==> src/rtl/eewr_pkg.sv <==
// Shared types and constants for the two-wire write front end.
package eewr_pkg;
    localparam logic [3:0] DEV_TYPE = 4'b1010;
    localparam int BYTE_W = 8;

    typedef enum logic [2:0] {
        ST_IDLE,
        ST_ADDR,
        ST_WADR,
        ST_DATA,
        ST_SKIP
    } tw_state_t;
endpackage

==> src/rtl/tw_line_sync.sv <==
// Synchronizes SCL/SDA into the clock domain and flags edges and bus
// conditions. Assumes SYNC_STAGES >= 2 and lines idle high.
module tw_line_sync #(
    parameter int SYNC_STAGES = 2
) (
    input  logic clk,
    input  logic rst_n,
    input  logic scl_in,
    input  logic sda_in,
    output logic sda_q,
    output logic scl_rise,
    output logic scl_fall,
    output logic start_det,
    output logic stop_det
);
    localparam int MSB = SYNC_STAGES - 1;

    logic [MSB:0] scl_sh, sda_sh;
    logic         scl_p, sda_p, scl_q;

    // Shift raw lines through the synchronizer and keep one previous sample.
    always_ff @(posedge clk) begin
        if (!rst_n) begin
            scl_sh <= '1;
            sda_sh <= '1;
            scl_p  <= 1'b1;
            sda_p  <= 1'b1;
        end else begin
            scl_sh <= {scl_sh[MSB-1:0], scl_in};
            sda_sh <= {sda_sh[MSB-1:0], sda_in};
            scl_p  <= scl_sh[MSB];
            sda_p  <= sda_sh[MSB];
        end
    end

    // Edge and START/STOP detection on the synchronized samples.
    always_comb begin
        scl_q     = scl_sh[MSB];
        sda_q     = sda_sh[MSB];
        scl_rise  = scl_q & ~scl_p;
        scl_fall  = ~scl_q & scl_p;
        start_det = scl_q & scl_p & sda_p & ~sda_q;
        stop_det  = scl_q & scl_p & ~sda_p & sda_q;
    end
endmodule

==> src/rtl/tw_page_buf.sv <==
// Page buffer with per-byte valid mask. One byte write per cycle; clr
// drops all valid bits (data is kept). Assumes clr and we never coincide.
module tw_page_buf #(
    parameter int OFS_W  = 4,
    parameter int BYTE_W = 8
) (
    input  logic                          clk,
    input  logic                          rst_n,
    input  logic                          clr,
    input  logic                          we,
    input  logic [OFS_W-1:0]              wofs,
    input  logic [BYTE_W-1:0]             wdata,
    output logic [(1<<OFS_W)*BYTE_W-1:0]  page_data,
    output logic [(1<<OFS_W)-1:0]         valid
);
    localparam int PAGE_BYTES = 1 << OFS_W;

    logic [BYTE_W-1:0] mem [PAGE_BYTES];

    for (genvar i = 0; i < PAGE_BYTES; i++) begin : g_byte
        // Store one byte and track whether it holds new data.
        always_ff @(posedge clk) begin
            if (!rst_n) begin
                mem[i]   <= '0;
                valid[i] <= 1'b0;
            end else if (clr) begin
                valid[i] <= 1'b0;
            end else if (we && wofs == OFS_W'(i)) begin
                mem[i]   <= wdata;
                valid[i] <= 1'b1;
            end
        end
        assign page_data[i*BYTE_W +: BYTE_W] = mem[i];
    end

    // the mask gains at most one byte per cycle
    a_r6_one_byte_per_cycle: assert property (@(posedge clk) disable iff (!rst_n)
        !clr |=> ($countones(valid) <= $countones($past(valid)) + 1));
endmodule

==> src/rtl/tw_wr_ctrl.sv <==
// Byte framing, address decode, ACK generation, offset counter and commit
// decision. Bits are sampled on SCL rise; ACK is driven from the fall after
// the 8th bit to the next fall. Assumes edge flags from tw_line_sync.
module tw_wr_ctrl
    import eewr_pkg::*;
#(
    parameter int OFS_W = 4
) (
    input  logic                    clk,
    input  logic                    rst_n,
    input  logic                    sda_q,
    input  logic                    scl_rise,
    input  logic                    scl_fall,
    input  logic                    start_det,
    input  logic                    stop_det,
    input  logic [1:0]              addr_pin,
    input  logic                    seq_busy,
    input  logic                    wr_allow,
    output logic                    sda_oe,
    output logic                    buf_clr,
    output logic                    buf_we,
    output logic [OFS_W-1:0]        buf_ofs,
    output logic [BYTE_W-1:0]       buf_wdata,
    output logic [BYTE_W-OFS_W-1:0] page_addr,
    output logic                    sector_sel,
    output logic                    commit
);
    localparam int CNT_W = $clog2(BYTE_W + 1);

    tw_state_t         st;
    logic [CNT_W-1:0]  bitcnt;
    logic [BYTE_W-1:0] sh;
    logic [OFS_W-1:0]  ofs;
    logic              in_ack, data_ack, got_data;

    // Main sequencing: framing, decode, ACK slot and commit/abort on STOP.
    always_ff @(posedge clk) begin
        if (!rst_n) begin
            st <= ST_IDLE;  bitcnt <= '0;  sh <= '0;  ofs <= '0;
            in_ack <= 1'b0;  data_ack <= 1'b0;  got_data <= 1'b0;
            sda_oe <= 1'b0;  buf_clr <= 1'b0;  buf_we <= 1'b0;
            buf_ofs <= '0;  buf_wdata <= '0;  page_addr <= '0;
            sector_sel <= 1'b0;  commit <= 1'b0;
        end else begin
            buf_clr <= 1'b0;
            buf_we  <= 1'b0;
            commit  <= 1'b0;
            if (start_det) begin
                st <= ST_ADDR;  bitcnt <= '0;  in_ack <= 1'b0;
                data_ack <= 1'b0;  got_data <= 1'b0;
                sda_oe <= 1'b0;  buf_clr <= 1'b1;
            end else if (stop_det) begin
                if (st == ST_DATA && got_data && !in_ack && bitcnt <= CNT_W'(1))
                    commit <= 1'b1;
                else if (st != ST_IDLE)
                    buf_clr <= 1'b1;
                st <= ST_IDLE;  bitcnt <= '0;  in_ack <= 1'b0;
                data_ack <= 1'b0;  sda_oe <= 1'b0;
            end else if (st == ST_ADDR || st == ST_WADR || st == ST_DATA) begin
                if (scl_rise && !in_ack) begin
                    sh     <= {sh[BYTE_W-2:0], sda_q};
                    bitcnt <= bitcnt + 1'b1;
                end
                if (scl_fall) begin
                    if (in_ack) begin
                        in_ack   <= 1'b0;
                        sda_oe   <= 1'b0;
                        data_ack <= 1'b0;
                        if (data_ack) got_data <= 1'b1;
                    end else if (bitcnt == CNT_W'(BYTE_W)) begin
                        bitcnt <= '0;
                        in_ack <= 1'b1;
                        case (st)
                            ST_ADDR: begin
                                if (sh[7:4] == DEV_TYPE && sh[3:2] == addr_pin
                                    && !sh[0] && !seq_busy) begin
                                    sda_oe     <= 1'b1;
                                    sector_sel <= sh[1];
                                    st         <= ST_WADR;
                                end else begin
                                    st <= ST_SKIP;
                                end
                            end
                            ST_WADR: begin
                                sda_oe    <= 1'b1;
                                page_addr <= sh[BYTE_W-1:OFS_W];
                                ofs       <= sh[OFS_W-1:0];
                                st        <= ST_DATA;
                            end
                            default: begin
                                if (wr_allow) begin
                                    sda_oe    <= 1'b1;
                                    buf_we    <= 1'b1;
                                    buf_ofs   <= ofs;
                                    buf_wdata <= sh;
                                    ofs       <= ofs + 1'b1;
                                    data_ack  <= 1'b1;
                                end else begin
                                    st <= ST_SKIP;
                                end
                            end
                        endcase
                    end
                end
            end
        end
    end

    // the ACK only begins right after an SCL fall
    a_r12_ack_after_fall: assert property (@(posedge clk) disable iff (!rst_n)
        $rose(sda_oe) |-> $past(scl_fall));
    // the device byte is never acknowledged while the sequencer is busy
    a_r10_busy_no_ack: assert property (@(posedge clk) disable iff (!rst_n)
        ($rose(sda_oe) && $past(st) == ST_ADDR) |-> !$past(seq_busy));
    // a data byte is acknowledged only when writing is allowed
    a_r9_protect_no_ack: assert property (@(posedge clk) disable iff (!rst_n)
        ($rose(sda_oe) && $past(st) == ST_DATA) |-> $past(wr_allow));
endmodule

==> src/rtl/tw_eeprom_wr.sv <==
// Top of the two-wire write front end: line synchronizer, control FSM and
// page buffer. The write-allow term combines supply, latch and protection.
module tw_eeprom_wr
    import eewr_pkg::*;
#(
    parameter int OFS_W       = 4,
    parameter int SYNC_STAGES = 2
) (
    input  logic                         clk,
    input  logic                         rst_n,
    input  logic                         scl_in,
    input  logic                         sda_in,
    input  logic [1:0]                   addr_pin,
    input  logic                         wp_pin,
    input  logic                         wel_bit,
    input  logic                         wpen_bit,
    input  logic                         vp_ok,
    input  logic                         seq_busy,
    output logic                         sda_oe,
    output logic [(1<<OFS_W)*8-1:0]      page_data,
    output logic [(1<<OFS_W)-1:0]        byte_valid,
    output logic [8-OFS_W-1:0]           page_addr,
    output logic                         sector_sel,
    output logic                         commit
);
    logic sda_q, scl_rise, scl_fall, start_det, stop_det;
    logic buf_clr, buf_we, wr_allow;
    logic [OFS_W-1:0]  buf_ofs;
    logic [BYTE_W-1:0] buf_wdata;

    assign wr_allow = vp_ok & wel_bit & (~wp_pin | ~wpen_bit);

    tw_line_sync #(.SYNC_STAGES(SYNC_STAGES)) u_sync (
        .clk(clk), .rst_n(rst_n), .scl_in(scl_in), .sda_in(sda_in),
        .sda_q(sda_q), .scl_rise(scl_rise), .scl_fall(scl_fall),
        .start_det(start_det), .stop_det(stop_det)
    );

    tw_wr_ctrl #(.OFS_W(OFS_W)) u_ctrl (
        .clk(clk), .rst_n(rst_n), .sda_q(sda_q), .scl_rise(scl_rise),
        .scl_fall(scl_fall), .start_det(start_det), .stop_det(stop_det),
        .addr_pin(addr_pin), .seq_busy(seq_busy), .wr_allow(wr_allow),
        .sda_oe(sda_oe), .buf_clr(buf_clr), .buf_we(buf_we),
        .buf_ofs(buf_ofs), .buf_wdata(buf_wdata), .page_addr(page_addr),
        .sector_sel(sector_sel), .commit(commit)
    );

    tw_page_buf #(.OFS_W(OFS_W), .BYTE_W(BYTE_W)) u_buf (
        .clk(clk), .rst_n(rst_n), .clr(buf_clr), .we(buf_we),
        .wofs(buf_ofs), .wdata(buf_wdata), .page_data(page_data),
        .valid(byte_valid)
    );

    // a commit never goes out with an empty page buffer
    a_r8_commit_has_data: assert property (@(posedge clk) disable iff (!rst_n)
        commit |-> (byte_valid != '0));
endmodule

==> config.mk <==
export PLATFORM = sky130hd
export DESIGN_NAME = tw_eeprom_wr
export DESIGN_NICKNAME = d
export VERILOG_FILES = /design/src/rtl/eewr_pkg.sv /design/src/rtl/tw_line_sync.sv /design/src/rtl/tw_page_buf.sv /design/src/rtl/tw_wr_ctrl.sv /design/src/rtl/tw_eeprom_wr.sv
export SDC_FILE = /design/constraint.sdc
export NUM_CORES = 1
export LEC_CHECK = 0
export BUFFER_PORTS_ARGS = -buffer_cell sky130_fd_sc_hd__buf_2
export CORE_MARGIN = 3
export CORE_UTILIZATION = 51
export CTS_BUF_LIST = sky130_fd_sc_hd__clkbuf_16
export CTS_CLUSTER_DIAMETER = 100
export CTS_CLUSTER_SIZE = 8
export DETAILED_ROUTE_END_ITERATION = 10
export PLACE_DENSITY = 0.85
export SLEW_MARGIN = 0
export SYNTH_ARGS = -nofsm -noshare
export SYNTH_HDL_FRONTEND = slang
export SYNTH_HIERARCHICAL = 1
export SYNTH_SLANG_ARGS = --single-unit
==> constraint.sdc <==
create_clock -name clk -period 2.3 [get_ports clk]
set_clock_uncertainty 0.1 [all_clocks]
set_input_delay 0.115 -clock clk [delete_from_list [all_inputs] [get_ports clk]]
set_output_delay 0.115 -clock clk [all_outputs]
set_load 0.005 [all_outputs]
==> out/qor.yml <==
cts:
  htreeDepth: 4
  cts_root_buf: "clkbuf_16"
  postCtsResizedCells: 0
  clkLatencyLatePin_ps: 440
  cts_num_sinks: 193
  cts_made_buffers: 17
  path_clk_slew_ps: 70
  clk_path_buf_depth: 2
  cts_tree: "yes"
logic_synthesis:
  synth_top_family_by_area: "simple AND/OR/NAND/NOR gates"
  synth_most_common_cell: "edfxtp_1"
  ys.warnings.count: 6
  synth-edff-count: 128
  synth_seq_cells: 193
  synth_commonest_cells: "edfxtp_1, nor3_1, nor2_1"
  synth_top_flop_cell: "edfxtp_1"
  yosysSeqAreaShare: 0.668
  yosysTopAreaCell: "edfxtp_1"
  synth_area_sq_mm: 0.00770
  synth_compound_area_frac: 0.0578
  yosysUniqueCellTypes: 59
  postSynthAreaPerCell_sq_um: 12.8
  syn_nets: 618
  synth_area_leaders: "edfxtp_1, dfxtp_1, nor3_1, mux2i_1, nor2_1"
  synthMuxAreaShare: 0.0365
  synthSimpleGateAreaFrac: 0.191
  yosysTopAreaCellShare: 0.499
  synthArstFlopShare: 0
  synth_xor_area_frac: 0.00682
  synthAdderAreaFrac: 0.00650
  synthCells: 603
drt:
  highest_layer: "met4"
  drc: 0
  vias: 5636
  wl_microns: 19400
  drt-wirelength-per-cell_microns: 19.9
  wl_met3_microns: 1620
  wl_met2_microns: 9540
  met1_length_microns: 7900
  drt_iter0_markers: 522
  final_antenna_net_count: 0
  via_per_inst: 5.77
  drtPass1Iterations: 8
sta:
  timing.final.ws_setup_ps: 93.1
  slew_headroom: 0.496
  finalCritPeriodShare: 0.960
  clock.fmax_mhz: 453
  setup_tns_ps: 0
  setup_viol: 0
  drv_slew: 0
  finalCriticalPeriod_ps: 2210
  rsz0062_at_grt: "no"
  hold_viol_final: 0
  max_slew.worst_pin.slew_ps: 754
floorplan:
  die_w_microns: 129
  dieArea_sq_mm: 0.0166
  coreArea_sq_mm: 0.0146
  die_h_microns: 129
  num_rows: 44
  ioPinCount: 162
  start_util: 0.526
placed_design:
  dp.cells: 940
  dpl_worst_slack_ps: 222
  routabilityCongestion: 0.844
  port_buffers: 161
  hpwl_microns: 13400
grt:
  first_global_vias: 5291
  grt_first_pass_wirelength_microns: 29100
  antenna_found_initial: 0
  grt-ovfl-total: 0
  grt.total_usage: 0.231
  grt_max_degree: 31
power_and_ir_drop:
  p_comb_frac: 0.043
  cellLeakagePower_uw: 0.00367
  power_frac_seq: 0.556
  p_total_uw: 6900
  p_clk_frac: 0.401
  p_switching_uw: 1560
  swShare: 0.226
  vdd_ir_drop_max_uv: 472
  power_density_mw_per_mm2: 734
  p_int_uw: 5340
setup_path:
  worst-setup-path-type: "flip-flop to flip-flop"
  crit_path_start_kind: "flip-flop"
  critPathCaptureType: "flip-flop"
  cp_max_fo: 7
  worst_ep_arrival_time_ps: 2400
  cp.required_ps: 2500
finish:
  nets: 795
  fill_cells: 1098
  seq_area_sq_mm: 0.00514
  drive_above_1_share: 0.311
  multi_input_area_sq_mm: 0.00230
  diodes: 0
  syn2layout_area_growth_pct: 22.0
  final_cells: 977
run:
  drv_cap: 0
run_status:
  status: "completed"
worst_hold_path:
  hp-class: "input pin to flip-flop"
==> area by class of cell <==
| cell class | count | area share |
|---|---|---|
| multi-input combinational | 359 | 0.245 |
| clock inverter | 15 | 0.0132 |
| timing repair buffer | 204 | 0.123 |
| inverter | 5 | 0.00200 |
| tap | 184 | 0.0245 |
| sequential | 193 | 0.547 |
| clock buffer | 17 | 0.0453 |
==> critical path: stages, from the launching register on <==
cell,delay (ps)
dfxtp_1,350
and4b_1,280
nor4b_1,490
o2111ai_1,440
o211ai_1,300
o31ai_1,100
==> kinds of logic (layout without fill, tap and decap cells) <==
family	Yosys count	count (layout)
XOR/XNOR	6	6
AND/OR/NAND/NOR	262	262
adder cells (fa/ha/maj)	4	4
buffers and inverters	51	241
AO/OA/AOI/OAI	59	59
flip-flops	193	193
multiplexers	28	28
==> sequential cells by signal, indices dropped and copies added, names as in the netlist, 3 cells and up <==
register          cells
u_ctrl/sh             8
u_ctrl/page_addr      4
u_ctrl/ofs            4
u_ctrl/bitcnt         4
u_ctrl/st             3
u_ctrl/buf_ofs        4
u_ctrl/buf_wdata      8
u_buf/valid          16
u_buf/mem           128
==> placed cells by master (no fill, tap or decap), types with 4 or more instances in the layout <==
master	count
buf_2	161
edfxtp_1	128
nor3_1	75
nor2_1	72
dfxtp_1	65
buf_4	37
and3_1	29
mux2i_1	27
o21ai_0	21
clkbuf_16	17
nand3b_1	12
o2bb2ai_1	11
nand2b_1	10
nand2_1	9
nand4_1	9
inv_1	7
nand3_1	6
dlygate4sd3_1	5
nor2b_1	5
a21oi_1	5
inv_8	4
inv_6	4
xnor2_1	4
a31oi_1	4
ha_1	4
==> power groups by stage <==
stage,clock network (uW),registers [uW],logic [uW]
final,2770,3840,300
after global routing,2940,3850,327
after CTS,2810,3840,301
after detailed placement,0,3920,294
after global placement,0,3910,284
after floorplan,0,3920,104
==> routing by layer <==
layer,vias to the layer above,global-route usage
met5,-,0
met4,0,0.0821
met3,31,0.0627
met2,288,0.380
met1,2719,0.297
li1,2598,-
==> stage by stage <==
stage | hold slack [ps] | cell area (sq um) | utilization
finish | 50.5 | 9400 | 0.642
floorplan | 88.0 | 7700 | -
detailed placement | 211 | 8800 | 0.601
CTS | 20.0 | 9400 | 0.642
global route | 64.2 | 9400 | 0.642
global placement | 206 | 8800 | 0.601
==> worst paths after layout <==
check | startpoint | depth (start not counted) | slack, ps | endpoint
max | u_sync/sda_sh[1] | 5 | 90 | u_ctrl/ofs[2]
min | wpen_bit | 4 | 50 | u_ctrl/buf_we
max reg2reg | u_sync/sda_sh[1] | 5 | 90 | u_ctrl/ofs[2]
min reg2reg | u_sync/scl_sh[0] | 1 | 310 | u_sync/scl_sh[1]
==> timing repair <==
| item | CTS | global route |
|---|---|---|
| hold endpoints to repair | 5 | 0 |
| setup buffers | 0 | 0 |
| hold buffers | 5 | 0 |
No activity file was read; power rests on OpenSTA's default activity.
